[src/rtl/pwm_pkg.sv]
package pwm_pkg;

   typedef enum logic [1:0] {
      PAIR_INDEP = 2'd0,
      PAIR_CMPL  = 2'd1,
      PAIR_SYNC  = 2'd2,
      PAIR_RSVD  = 2'd3
   } pair_mode_e;

   // control word, MSB first: bit7 invert, 6:5 mode, 4 irq-at-match,
   // 3 center, 2:1 divider code, 0 run
   typedef struct packed {
      logic       invert;
      pair_mode_e mode;
      logic       irq_at_match;
      logic       center;
      logic [1:0] div_code;
      logic       run;
   } tmr_ctrl_t;

   localparam int CTRL_W   = 8;
   localparam int LOAD_BIT = 8;

   // last prescaler count value before a step
   function automatic logic [3:0] div_limit(input logic [1:0] code);
      case (code)
         2'd0:    return 4'd0;
         2'd1:    return 4'd1;
         2'd2:    return 4'd3;
         default: return 4'd15;
      endcase
   endfunction

endpackage

[src/rtl/pwm_prescale.sv]
module pwm_prescale
   import pwm_pkg::*;
#(
   parameter int PW = 4
) (
   input  logic       clk,
   input  logic       rst_n,
   input  logic       run,
   input  logic [1:0] code,
   output logic       tick
);

   generate
      if (PW < 4) begin : g_bad_pw
         $error("pwm_prescale: PW must hold a divide by 16");
      end
   endgenerate

   logic [PW-1:0] pc_q;
   logic [PW-1:0] lim;

   assign lim  = PW'(div_limit(code));
   assign tick = run && (pc_q >= lim);

   always_ff @(posedge clk or negedge rst_n) begin
      if (!rst_n)            pc_q <= '0;
      else if (!run || tick) pc_q <= '0;
      else                   pc_q <= pc_q + 1'b1;
   end

   // a divided step is never followed directly by another
   assert_tick_spacing_R1 : assert property (@(posedge clk) disable iff (!rst_n)
      (tick && code != 2'd0) |=> (!tick || code == 2'd0));

endmodule

[src/rtl/pwm_timebase.sv]
module pwm_timebase
   import pwm_pkg::*;
#(
   parameter int CW    = 16,
   parameter int NPAIR = 3
) (
   input  logic                      clk,
   input  logic                      rst_n,
   input  logic                      tick,
   input  logic                      center,
   input  logic                      load_pend,
   input  logic [CW-1:0]             stg_per,
   input  logic [NPAIR-1:0][CW-1:0]  stg_cmp,
   output logic [CW-1:0]             cnt,
   output logic [NPAIR-1:0][CW-1:0]  cmp_act,
   output logic                      apply,
   output logic                      ev_under,
   output logic                      ev_match,
   output logic [NPAIR-1:0]          ev_duty
);

   logic [CW-1:0]            cnt_q, per_q, nper;
   logic [NPAIR-1:0][CW-1:0] cmp_q;
   logic                     up_q;
   logic                     halted, at_bot, live;

   assign halted = (per_q == '0);
   assign at_bot = (cnt_q == '0) && (!center || !up_q);
   assign live   = tick && !halted;
   assign apply  = tick && load_pend && (halted || at_bot);
   assign nper   = apply ? stg_per : per_q;

   assign ev_under = live && at_bot;
   assign ev_match = live && (cnt_q == per_q) && (!center || up_q);

   generate
      for (genvar k = 0; k < NPAIR; k++) begin : g_duty
         assign ev_duty[k] = live && (cnt_q == cmp_q[k]);
      end
   endgenerate

   always_ff @(posedge clk or negedge rst_n) begin
      if (!rst_n) begin
         cnt_q <= '0;
         per_q <= '0;
         cmp_q <= '0;
         up_q  <= 1'b0;
      end else if (tick) begin
         if (apply) begin
            per_q <= stg_per;
            cmp_q <= stg_cmp;
         end
         if (halted) begin
            cnt_q <= '0;
            up_q  <= 1'b0;
         end else if (at_bot) begin
            if (center) begin
               cnt_q <= (nper == '0) ? '0 : CW'(1);
               up_q  <= (nper != '0);
            end else begin
               cnt_q <= nper;
            end
         end else if (center && up_q) begin
            if (cnt_q >= per_q) begin
               up_q  <= 1'b0;
               cnt_q <= cnt_q - 1'b1;
            end else begin
               cnt_q <= cnt_q + 1'b1;
            end
         end else begin
            cnt_q <= cnt_q - 1'b1;
         end
      end
   end

   assign cnt     = cnt_q;
   assign cmp_act = cmp_q;

   assert_in_range_R2 : assert property (@(posedge clk) disable iff (!rst_n)
      cnt_q <= per_q);

   assert_halt_R5 : assert property (@(posedge clk) disable iff (!rst_n)
      (per_q == '0) |=> (cnt_q == '0));

   assert_no_early_load_R4 : assert property (@(posedge clk) disable iff (!rst_n)
      !load_pend |=> ($stable(per_q) && $stable(cmp_q)));

endmodule

[src/rtl/pwm_deadband.sv]
module pwm_deadband #(
   parameter int DTW = 8
) (
   input  logic           clk,
   input  logic           rst_n,
   input  logic           src,
   input  logic [DTW-1:0] dt,
   output logic           out
);

   generate
      if (DTW < 1) begin : g_bad_dtw
         $error("pwm_deadband: DTW must be at least 1");
      end
   endgenerate

   logic [DTW:0] hold_q, hold_now;
   logic         out_q;

   // cycles the source has been high, saturating
   assign hold_now = !src ? '0 : ((&hold_q) ? hold_q : hold_q + 1'b1);

   always_ff @(posedge clk or negedge rst_n) begin
      if (!rst_n) begin
         hold_q <= '0;
         out_q  <= 1'b0;
      end else begin
         hold_q <= hold_now;
         out_q  <= (hold_now > {1'b0, dt});
      end
   end

   assign out = out_q;

   assert_rise_needs_src_R8 : assert property (@(posedge clk) disable iff (!rst_n)
      $rose(out_q) |-> $past(src));

   assert_deadtime_R8 : assert property (@(posedge clk) disable iff (!rst_n)
      ($rose(out_q) && $past(dt) != '0) |-> $past(src, 2));

endmodule

[src/rtl/pwm_cmpl_timer.sv]
module pwm_cmpl_timer
   import pwm_pkg::*;
#(
   parameter int NPAIR = 3,
   parameter int CW    = 16,
   parameter int DTW   = 8,
   parameter int AW    = 4
) (
   input  logic               clk,
   input  logic               rst_n,
   input  logic               wr_en,
   input  logic [AW-1:0]      wr_addr,
   input  logic [CW-1:0]      wr_data,
   output logic [2*NPAIR-1:0] pwm_o,
   output logic               irq_o,
   output logic [NPAIR:0]     flag_o
);

   localparam int NCH    = 2 * NPAIR;
   localparam int A_CTRL = 0;
   localparam int A_PER  = 1;
   localparam int A_CMP  = 2;
   localparam int A_DT   = A_CMP + NPAIR;
   localparam int A_OE   = A_DT + 1;
   localparam int A_IE   = A_OE + 1;
   localparam int A_CLR  = A_IE + 1;

   generate
      if (NCH > CW || CW <= LOAD_BIT || DTW > CW || A_CLR >= (1 << AW)) begin : g_bad_cfg
         $error("pwm_cmpl_timer: inconsistent width parameters");
      end
   endgenerate

   tmr_ctrl_t                ctrl_q;
   logic [CW-1:0]            stg_per_q;
   logic [NPAIR-1:0][CW-1:0] stg_cmp_q;
   logic [DTW-1:0]           dt_q;
   logic [NCH-1:0]           oe_q;
   logic [NPAIR:0]           ie_q, flag_q, ev, clr;
   logic                     pend_q, apply, tick;
   logic                     ev_under, ev_match;
   logic [NPAIR-1:0]         ev_duty, raw;
   logic [CW-1:0]            cnt;
   logic [NPAIR-1:0][CW-1:0] cmp_act;
   logic [NCH-1:0]           ch_o;
   logic                     wr_ctrl;

   assign wr_ctrl = wr_en && (wr_addr == AW'(A_CTRL));
   assign clr     = (wr_en && wr_addr == AW'(A_CLR)) ? wr_data[NPAIR:0] : '0;

   always_ff @(posedge clk or negedge rst_n) begin
      if (!rst_n) begin
         ctrl_q    <= '0;
         stg_per_q <= '0;
         dt_q      <= '0;
         oe_q      <= '0;
         ie_q      <= '0;
         pend_q    <= 1'b0;
      end else begin
         if (wr_ctrl) ctrl_q <= tmr_ctrl_t'(wr_data[CTRL_W-1:0]);
         if (wr_en && wr_addr == AW'(A_PER)) stg_per_q <= wr_data;
         if (wr_en && wr_addr == AW'(A_DT))  dt_q      <= wr_data[DTW-1:0];
         if (wr_en && wr_addr == AW'(A_OE))  oe_q      <= wr_data[NCH-1:0];
         if (wr_en && wr_addr == AW'(A_IE))  ie_q      <= wr_data[NPAIR:0];
         if (apply) pend_q <= 1'b0;
         if (wr_ctrl && wr_data[LOAD_BIT]) pend_q <= 1'b1;
      end
   end

   generate
      for (genvar k = 0; k < NPAIR; k++) begin : g_stage
         always_ff @(posedge clk or negedge rst_n) begin
            if (!rst_n) stg_cmp_q[k] <= '0;
            else if (wr_en && wr_addr == AW'(A_CMP + k)) stg_cmp_q[k] <= wr_data;
         end
      end
   endgenerate

   pwm_prescale #(.PW(4)) u_pre (
      .clk   (clk),
      .rst_n (rst_n),
      .run   (ctrl_q.run),
      .code  (ctrl_q.div_code),
      .tick  (tick)
   );

   pwm_timebase #(.CW(CW), .NPAIR(NPAIR)) u_tb (
      .clk       (clk),
      .rst_n     (rst_n),
      .tick      (tick),
      .center    (ctrl_q.center),
      .load_pend (pend_q),
      .stg_per   (stg_per_q),
      .stg_cmp   (stg_cmp_q),
      .cnt       (cnt),
      .cmp_act   (cmp_act),
      .apply     (apply),
      .ev_under  (ev_under),
      .ev_match  (ev_match),
      .ev_duty   (ev_duty)
   );

   // event flags: period at bit 0, duty per pair above
   assign ev = {ev_duty, (ctrl_q.irq_at_match ? ev_match : ev_under)};

   always_ff @(posedge clk or negedge rst_n) begin
      if (!rst_n) flag_q <= '0;
      else        flag_q <= (flag_q & ~clr) | ev;
   end

   assign flag_o = flag_q;
   assign irq_o  = |(flag_q & ie_q);

   generate
      for (genvar k = 0; k < NPAIR; k++) begin : g_pair
         assign raw[k] = ctrl_q.center ? (cnt <= cmp_act[k]) : (cnt > cmp_act[k]);

         for (genvar j = 0; j < 2; j++) begin : g_side
            logic           src;
            logic [DTW-1:0] dly;
            if (j == 1) begin : g_odd
               assign src = (ctrl_q.mode == PAIR_CMPL) ? ~raw[k] : raw[k];
            end else begin : g_even
               assign src = raw[k];
            end
            assign dly = (ctrl_q.mode == PAIR_CMPL) ? dt_q : '0;

            pwm_deadband #(.DTW(DTW)) u_db (
               .clk   (clk),
               .rst_n (rst_n),
               .src   (src),
               .dt    (dly),
               .out   (ch_o[2*k+j])
            );
         end

         assert_no_overlap_R8 : assert property (@(posedge clk) disable iff (!rst_n)
            ($past(ctrl_q.mode) == PAIR_CMPL) |-> !(ch_o[2*k] && ch_o[2*k+1]));

         assert_pair_follow_R7 : assert property (@(posedge clk) disable iff (!rst_n)
            ($past(ctrl_q.mode) != PAIR_CMPL) |-> (ch_o[2*k] == ch_o[2*k+1]));
      end

      for (genvar f = 0; f <= NPAIR; f++) begin : g_flag_chk
         assert_sticky_R12 : assert property (@(posedge clk) disable iff (!rst_n)
            (flag_q[f] && !clr[f]) |=> flag_q[f]);
         assert_w1c_R12 : assert property (@(posedge clk) disable iff (!rst_n)
            (clr[f] && !ev[f]) |=> !flag_q[f]);
      end
   endgenerate

   assign pwm_o = oe_q & (ch_o ^ {NCH{ctrl_q.invert}});

endmodule

[config.mk]
export PLATFORM = sky130hd
export DESIGN_NAME = pwm_cmpl_timer
export DESIGN_NICKNAME = d
export VERILOG_FILES = /design/src/rtl/pwm_pkg.sv /design/src/rtl/pwm_prescale.sv /design/src/rtl/pwm_timebase.sv /design/src/rtl/pwm_deadband.sv /design/src/rtl/pwm_cmpl_timer.sv
export SDC_FILE = /design/constraint.sdc
export NUM_CORES = 1
export LEC_CHECK = 0
export ABC_CLOCK_PERIOD_IN_PS = 5800
export CORE_ASPECT_RATIO = 0.6
export CORE_UTILIZATION = 56
export DETAILED_ROUTE_END_ITERATION = 8
export PLACE_DENSITY = 0.73
export SKIP_LAST_GASP = 1
export SYNTH_ARGS = -nofsm -noshare
export SYNTH_HDL_FRONTEND = slang
export SYNTH_SLANG_ARGS = --single-unit
export TNS_END_PERCENT = 10
[constraint.sdc]
create_clock -name clk -period 5.8 [get_ports clk]
set_input_delay 1.45 -clock clk [delete_from_list [all_inputs] [get_ports clk]]
set_output_delay 1.45 -clock clk [all_outputs]
set_load 0.01 [all_outputs]
Word-level counts from Yosys, hierarchy flattened --
Cells that the tools add are included. Widths: inputs -> output; s select.
Word-level totals: input bits 23, output and inout port bits 11, logic and storage cells 167, flip-flop bits (word level) 240
Cells by class: equality and inequality tests 16, reduce and logical (&&, ||, !) cells 48, multiplexer cells 37, magnitude comparators 14, bitwise gates (word level) 9, add/subtract/negate cells 9
Operator list (count):
- $mux 9 | 12
- $mux 16 | 6
- $eq 16x16->1 | 4
- $add 9x1->9 const B | 6
- $gt 9x8->1 | 6
- $reduce_and 9->1 | 6
- $gt 16x16->1 | 3
- $le 16x16->1 | 3
- $logic_not 16->1 | 3
- $logic_and 1x1->1 | 22
- $add 16x1->16 const B | 1
- $eq 4x3->1 const B | 4
- $ge 16x16->1 | 1
- $reduce_bool 16->1 | 1
- $sub 16x1->16 const B | 1
- $mux 1 | 15
- $pmux 4 s3 | 1
- $and 4x4->4 | 2
- $eq 4x2->1 const B | 2
- $mux 4 | 2
- $mux 8 | 1
- $and 6x6->6 | 1
- $reduce_bool 3->1 | 2
- $xor 6x6->6 | 1
- 18 further kinds | 27

Depth between registers and ports, before layout --
depth in word-level cells 12, mapped depth 18, depth with buffers taken out 17

Cells and area by module --
Synthesis repeated with hierarchy kept, for this count alone.
Second synthesis, totals: cell total of the unflattened synthesis 1402, area total of the unflattened synthesis 14619.0 sq um
Modules (own cells, without submodules):
- pwm_cmpl_timer | cells an instance 447, instances 1, area an instance 5261.3 sq um, sequential area each 2377.3 sq um
- pwm_timebase | cells an instance 490, instances 1, area an instance 4993.5 sq um, sequential area each 2026.9 sq um
- pwm_deadband | cells an instance 73, instances 6, area an instance 681.9 sq um, sequential area each 250.2 sq um
- pwm_prescale | cells an instance 27, instances 1, area an instance 272.8 sq um, sequential area each 100.1 sq um

Worst setup path after synthesis --
Ideal clock, no wire load.
path kind reg2reg, start register u_tb.cnt_q[9], in the netlist u_tb.cnt[9], end register g_pair[1].g_side[1].u_db.out_q, cell stages (with the launch flop) 18, buffers on the path 1, slack 2.039 ns, data required time 5.666 ns, arrival 3.627 ns, clock period less this slack 3.761 ns, library setup time 0.134 ns, cell sequence dfrtp_1 > ha_1 > nand4_1 > or4_1 > clkbuf_1 > nand2_1 > nor2_1 > a311o_1 > nor3_2 > nor2_1 > ha_1 > nor2b_1 > o21a_1 > o21a_1 > o21bai_1 > a21oi_1 > o21ai_0 > nand4_1
Between the ends: cells in the longest elaborated chain, start to end 6, elaborated cells on any way between the ends 7, classes of those cells order compare (3); mux (3); bitwise (1)
RTL lines:
- start: declaration | RTL line pwm_timebase.sv:22 | logic [CW-1:0] cnt_q, per_q, nper;
- start signal: assignment | RTL line pwm_timebase.sv:58 | cnt_q <= (nper == '0) ? '0 : CW'(1);
- start signal: assignment | RTL line pwm_timebase.sv:61 | cnt_q <= nper;
- start signal: assignment | RTL line pwm_timebase.sv:66 | cnt_q <= cnt_q - 1'b1;
- $gt 16x16->1 / $le 16x16->1 (equally long branches) | RTL line pwm_cmpl_timer.sv:116 | assign raw[k] = ctrl_q.center ? (cnt <= cmp_act[k]) : (cnt > cmp_act[k]);
- $mux 1 (*) | RTL line pwm_cmpl_timer.sv:116
- $not 1->1 | RTL line pwm_cmpl_timer.sv:122 | assign src = (ctrl_q.mode == PAIR_CMPL) ? ~raw[k] : raw[k];
- $mux 1 (*) | RTL line pwm_cmpl_timer.sv:122
- $mux 9 (*) | RTL line pwm_deadband.sv:21 | assign hold_now = !src ? '0 : ((&hold_q) ? hold_q : hold_q + 1'b1);
- net g_pair[1].g_side[1].u_db.hold_now[1] | RTL line pwm_deadband.sv:17 | logic [DTW:0] hold_q, hold_now;
- $gt 9x8->1 (*) | RTL line pwm_deadband.sv:29 | out_q <= (hold_now > {1'b0, dt});
- end signal: assignment | RTL line pwm_deadband.sv:29
- end: declaration | RTL line pwm_deadband.sv:18 | logic out_q;
Mark *: on every way through the listed nets, which the timed path passes. The rest lies on a longest branch. A chain may end at the register's enable or synchronous reset.

Final worst setup path --
start register u_tb.cnt_q[11], in the netlist u_tb.cnt[11], end register g_pair[1].g_side[0].u_db.out_q
Between the ends: cells in the longest elaborated chain, start to end 4, elaborated cells on any way between the ends 5, classes of those cells order compare (3); mux (2)
RTL lines (RTL line):
- $gt 16x16->1 / $le 16x16->1 (equally long branches) | pwm_cmpl_timer.sv:116
- $mux 1 (*) | pwm_cmpl_timer.sv:116
- $mux 9 (*) | pwm_deadband.sv:21
- net g_pair[1].g_side[0].u_db.hold_now[1] | pwm_deadband.sv:17
- $gt 9x8->1 (*) | pwm_deadband.sv:29
- end signal: assignment | pwm_deadband.sv:29
- end: declaration | pwm_deadband.sv:18
Marks and branches as above.

==> results.toml <==
[clock_network]
clock_tree.root_cell = "sky130_fd_sc_hd__clkbuf_16"
cts.sinks = 240
cts_buf_count = 24
clkLatencyLatePin_ps = 540
cts.htree.levels = 1
cts_max_path_buffers = 3
ctsResizeCount = 0
clkSlewWorstSetupHoldPaths_ps = 70
cts_hold_buf = 0
cts_tree = "built"
postCtsSetupBuffers = 0

[layout]
diode_insertion_count_for_antenna_repair = 0
finish.net_count = 1463
multi_input_comb_area_sq_um = 7250
final.fill_count = 1925
area_delta_synth_final_pct = 10.5
layout-drive-gt1-share_pct = 16.7
seq_area_sq_um = 6010

[yosys]
synth.top_cells.by_area = "sky130_fd_sc_hd__dfrtp_1 44%, sky130_fd_sc_hd__mux2_2 13%, sky130_fd_sc_hd__ha_1 11%"
synth_edf_count = 0
synth-seq-area-share_pct = 43.8
netlist_top_cells_count = "240 x sky130_fd_sc_hd__dfrtp_1, 155 x sky130_fd_sc_hd__mux2_2, 125 x sky130_fd_sc_hd__ha_1"
yosys.area.top_type = "sky130_fd_sc_hd__dfrtp_1"
fraction_of_post_synthesis_cell_area_in_the_top_cell_type_by_area_pct = 43.8
synthMostInstantiatedCell = "sky130_fd_sc_hd__dfrtp_1"
asyncSetResetFlopFracSynth_pct = 100
synth_cell_type_count = 67
synth_area_sq_um = 13700
ys.flop_type = "sky130_fd_sc_hd__dfrtp_1"
synth_seq_cells = 240
syn-num-nets = 1426
post_synth_inst_count = 1278
synthesis.yosys.warnings = 0
post_synthesis_average_cell_area_sq_um = 10.7

[global_route]
first_global_vias = 9865
track_usage_pct = 29.9
grt_antenna_before_repair = 2
grt_pass1_wl_microns = 56700
pin_count_of_the_biggest_net_entering_global_routing = 113
global_route.overflow_total = 0

[route]
viasPerCell = 6.23
drt_drc_violations_left = 0
detailedRoute.firstIterationViolations = 1008
wl_microns = 36400
routedWlPerCell_microns = 22.1
num_vias = 10300
drt_pass1_iterations = 5
antenna_left = 0

[critical_path]
crit_path_start_kind = "register"
critical_path_arrival_ps = 5020
path_cells = "ha_1, nand4_1, or4_1, nand3_1, o22ai_1, a311oi_1, nand3_1, a21oi_1, ha_1, nor2b_1, o21a_1, o21a_1, o211ai_1, a21oi_1, o21ai_0, o211ai_1"
timing.critical_path.max_delay_family = "compound AO/OA/AOI/OAI gates"
worst_path_max_delay_cell = "sky130_fd_sc_hd__or4_1"
critPathKind = "register to register"
maximum_fanout_along_the_worst_path = 14
worst_path_largest_cell_delay_ps = 750
end_of_the_worst_register_to_register_path = "g_pair[1].g_side[0].u_db.out$_DFF_PN0_"
worstPathRequired_ps = 6200
reg2reg_depth = 16
worst-r2r-setup-slack_ps = 1180
cp.buffers_inverters = 0
worst_r2r_startpoint = "u_tb.cnt[11]$_DFFE_PN0N_"
worst_setup_path_end_kind = "register"

[timing]
max_freq_ghz = 0.216
timing_hold_violations_final = 0
setup_tns_ps = 0
worst_margin_pin_slew_ps = 1280
worst_slew_margin_rel_pct = 14.3
setup_viol = 0
setup_repair_after_global_routing_missed_its_margin = "false"
final_min_period_over_clock_period_pct = 79.7
maxSlewViolCount = 0
final_worst_path_period_need_ps = 4620
finClkSkew_ps = 24.3

[floorplan]
placeableCoreArea_sq_um = 23600
initial_core_util_pct = 58.2
boundaryPins = 34
floorplan.die.height_microns = 123
fp.dieArea_sq_um = 25100
rows = 43
fp.dieW_microns = 204

[hold_path]
hold_class = "register to register"
worst_hold_startpoint = "stg_cmp_q[12]$_DFFE_PN0P_"
worst_hold_path.num_cells = 1
hold_end = "u_tb.cmp_act[12]$_DFFE_PN0P_"

[place]
numPortBuffers = 33
place.gp.congestion = 0.927
dp_hpwl_microns = 26500

[power_and_ir_drop]
total_leakage_power_nw = 6.98
totalPowerFinal_mw = 8.51
power.density_nw_per_um2 = 562
vdd_drop_max_uv = 279

[run_status]
outcome = "completed"

[job]
drv_cap = 0
[placed cells by master, fill, tap and decap left out, drive strengths merged, types with 32 or more instances in the layout]
cell type,count
inv,75
nand2,85
nand4,47
xor2,40
ha,125
o21ai,35
clkdlybuf4s50,32
dfrtp,240
mux2,158
nor2,83
a21oi,59
[cell families after synthesis]
family | count (synthesis) | synth area share, %
multiplexers | 174 | 14.2
buffers and inverters | 107 | 3.33
AO/OA/AOI/OAI | 203 | 9.78
adder cells (fa/ha/maj) | 125 | 11.4
AND/OR/NAND/NOR | 375 | 14.0
flip-flops | 240 | 43.8
XOR/XNOR | 54 | 3.45
[metrics by stage]
stage	hold WS [ps]	instance area [sq um]	worst slack [ps]	instances	util, %
after floorplan	451	13700	2040	1278	-
after global placement	480	14400	1440	1604	60.9
after detailed placement	485	14400	1250	1604	60.9
after CTS	497	15100	1230	1647	64.3
after global routing	498	15100	911	1647	64.3
final	490	15100	1180	1647	64.3
[where the power goes]
group / switching (mW) / leakage (nW) / total, mW / internal (mW)
clock network: 0.699 / 0.387 / 1.57 / 0.876
logic: 2.46 / 3.47 / 4.27 / 1.81
registers: 0.498 / 3.12 / 2.67 / 2.17
[worst max path at each step]
stage,startpoint,end,cells after the start
5_1_grt,u_tb.cnt[11]$_DFFE_PN0N_,g_pair[1].g_side[0].u_db.out$_DFF_PN0_,16
3_3_place_gp,u_tb.cnt[11]$_DFFE_PN0N_,g_pair[1].g_side[0].u_db.out$_DFF_PN0_,16
2_1_floorplan,u_tb.cnt[9]$_DFFE_PN0N_,g_pair[1].g_side[1].u_db.out$_DFF_PN0_,17
3_5_place_dp,u_tb.cnt[11]$_DFFE_PN0N_,g_pair[1].g_side[0].u_db.out$_DFF_PN0_,16
6_report,u_tb.cnt[11]$_DFFE_PN0N_,g_pair[1].g_side[0].u_db.out$_DFF_PN0_,16
4_1_cts,u_tb.cnt[11]$_DFFE_PN0N_,g_pair[1].g_side[0].u_db.out$_DFF_PN0_,16
[metal layers]
layer  up-vias  global-route usage [%]  part of all wire (%)
li1       4710                       -                     -
met1      5096                    46.9                    50
met2       410                    40.6                    39
met3        41                    8.43                   9.5
met4         0                    5.18                   1.5
met5         -                       0                     0
[final cells by class]
class / count / area share (%)
Multi-Input combinational cell: 931 / 47.9
Sequential cell: 240 / 39.7
Clock buffer: 30 / 4.45
Timing Repair Buffer: 45 / 2.89
Tap cell: 315 / 2.60
Inverter: 73 / 1.81
Clock inverter: 13 / 0.702
[registers in the layout, indices dropped and copies added (netlist names), 4 cells and up]
register / cells
flag_o: 4
g_pair.g_side.u_db.hold_q: 54
ctrl_q: 8
ie_q: 4
u_pre.pc_q: 4
oe_q: 6
stg_cmp_q: 48
dt_q: 8
u_tb.cnt: 16
g_pair.g_side.u_db.out: 6
u_tb.cmp_act: 48
u_tb.per_q: 16
stg_per_q: 16
Note: power is estimated with default switching activity, not from simulation.
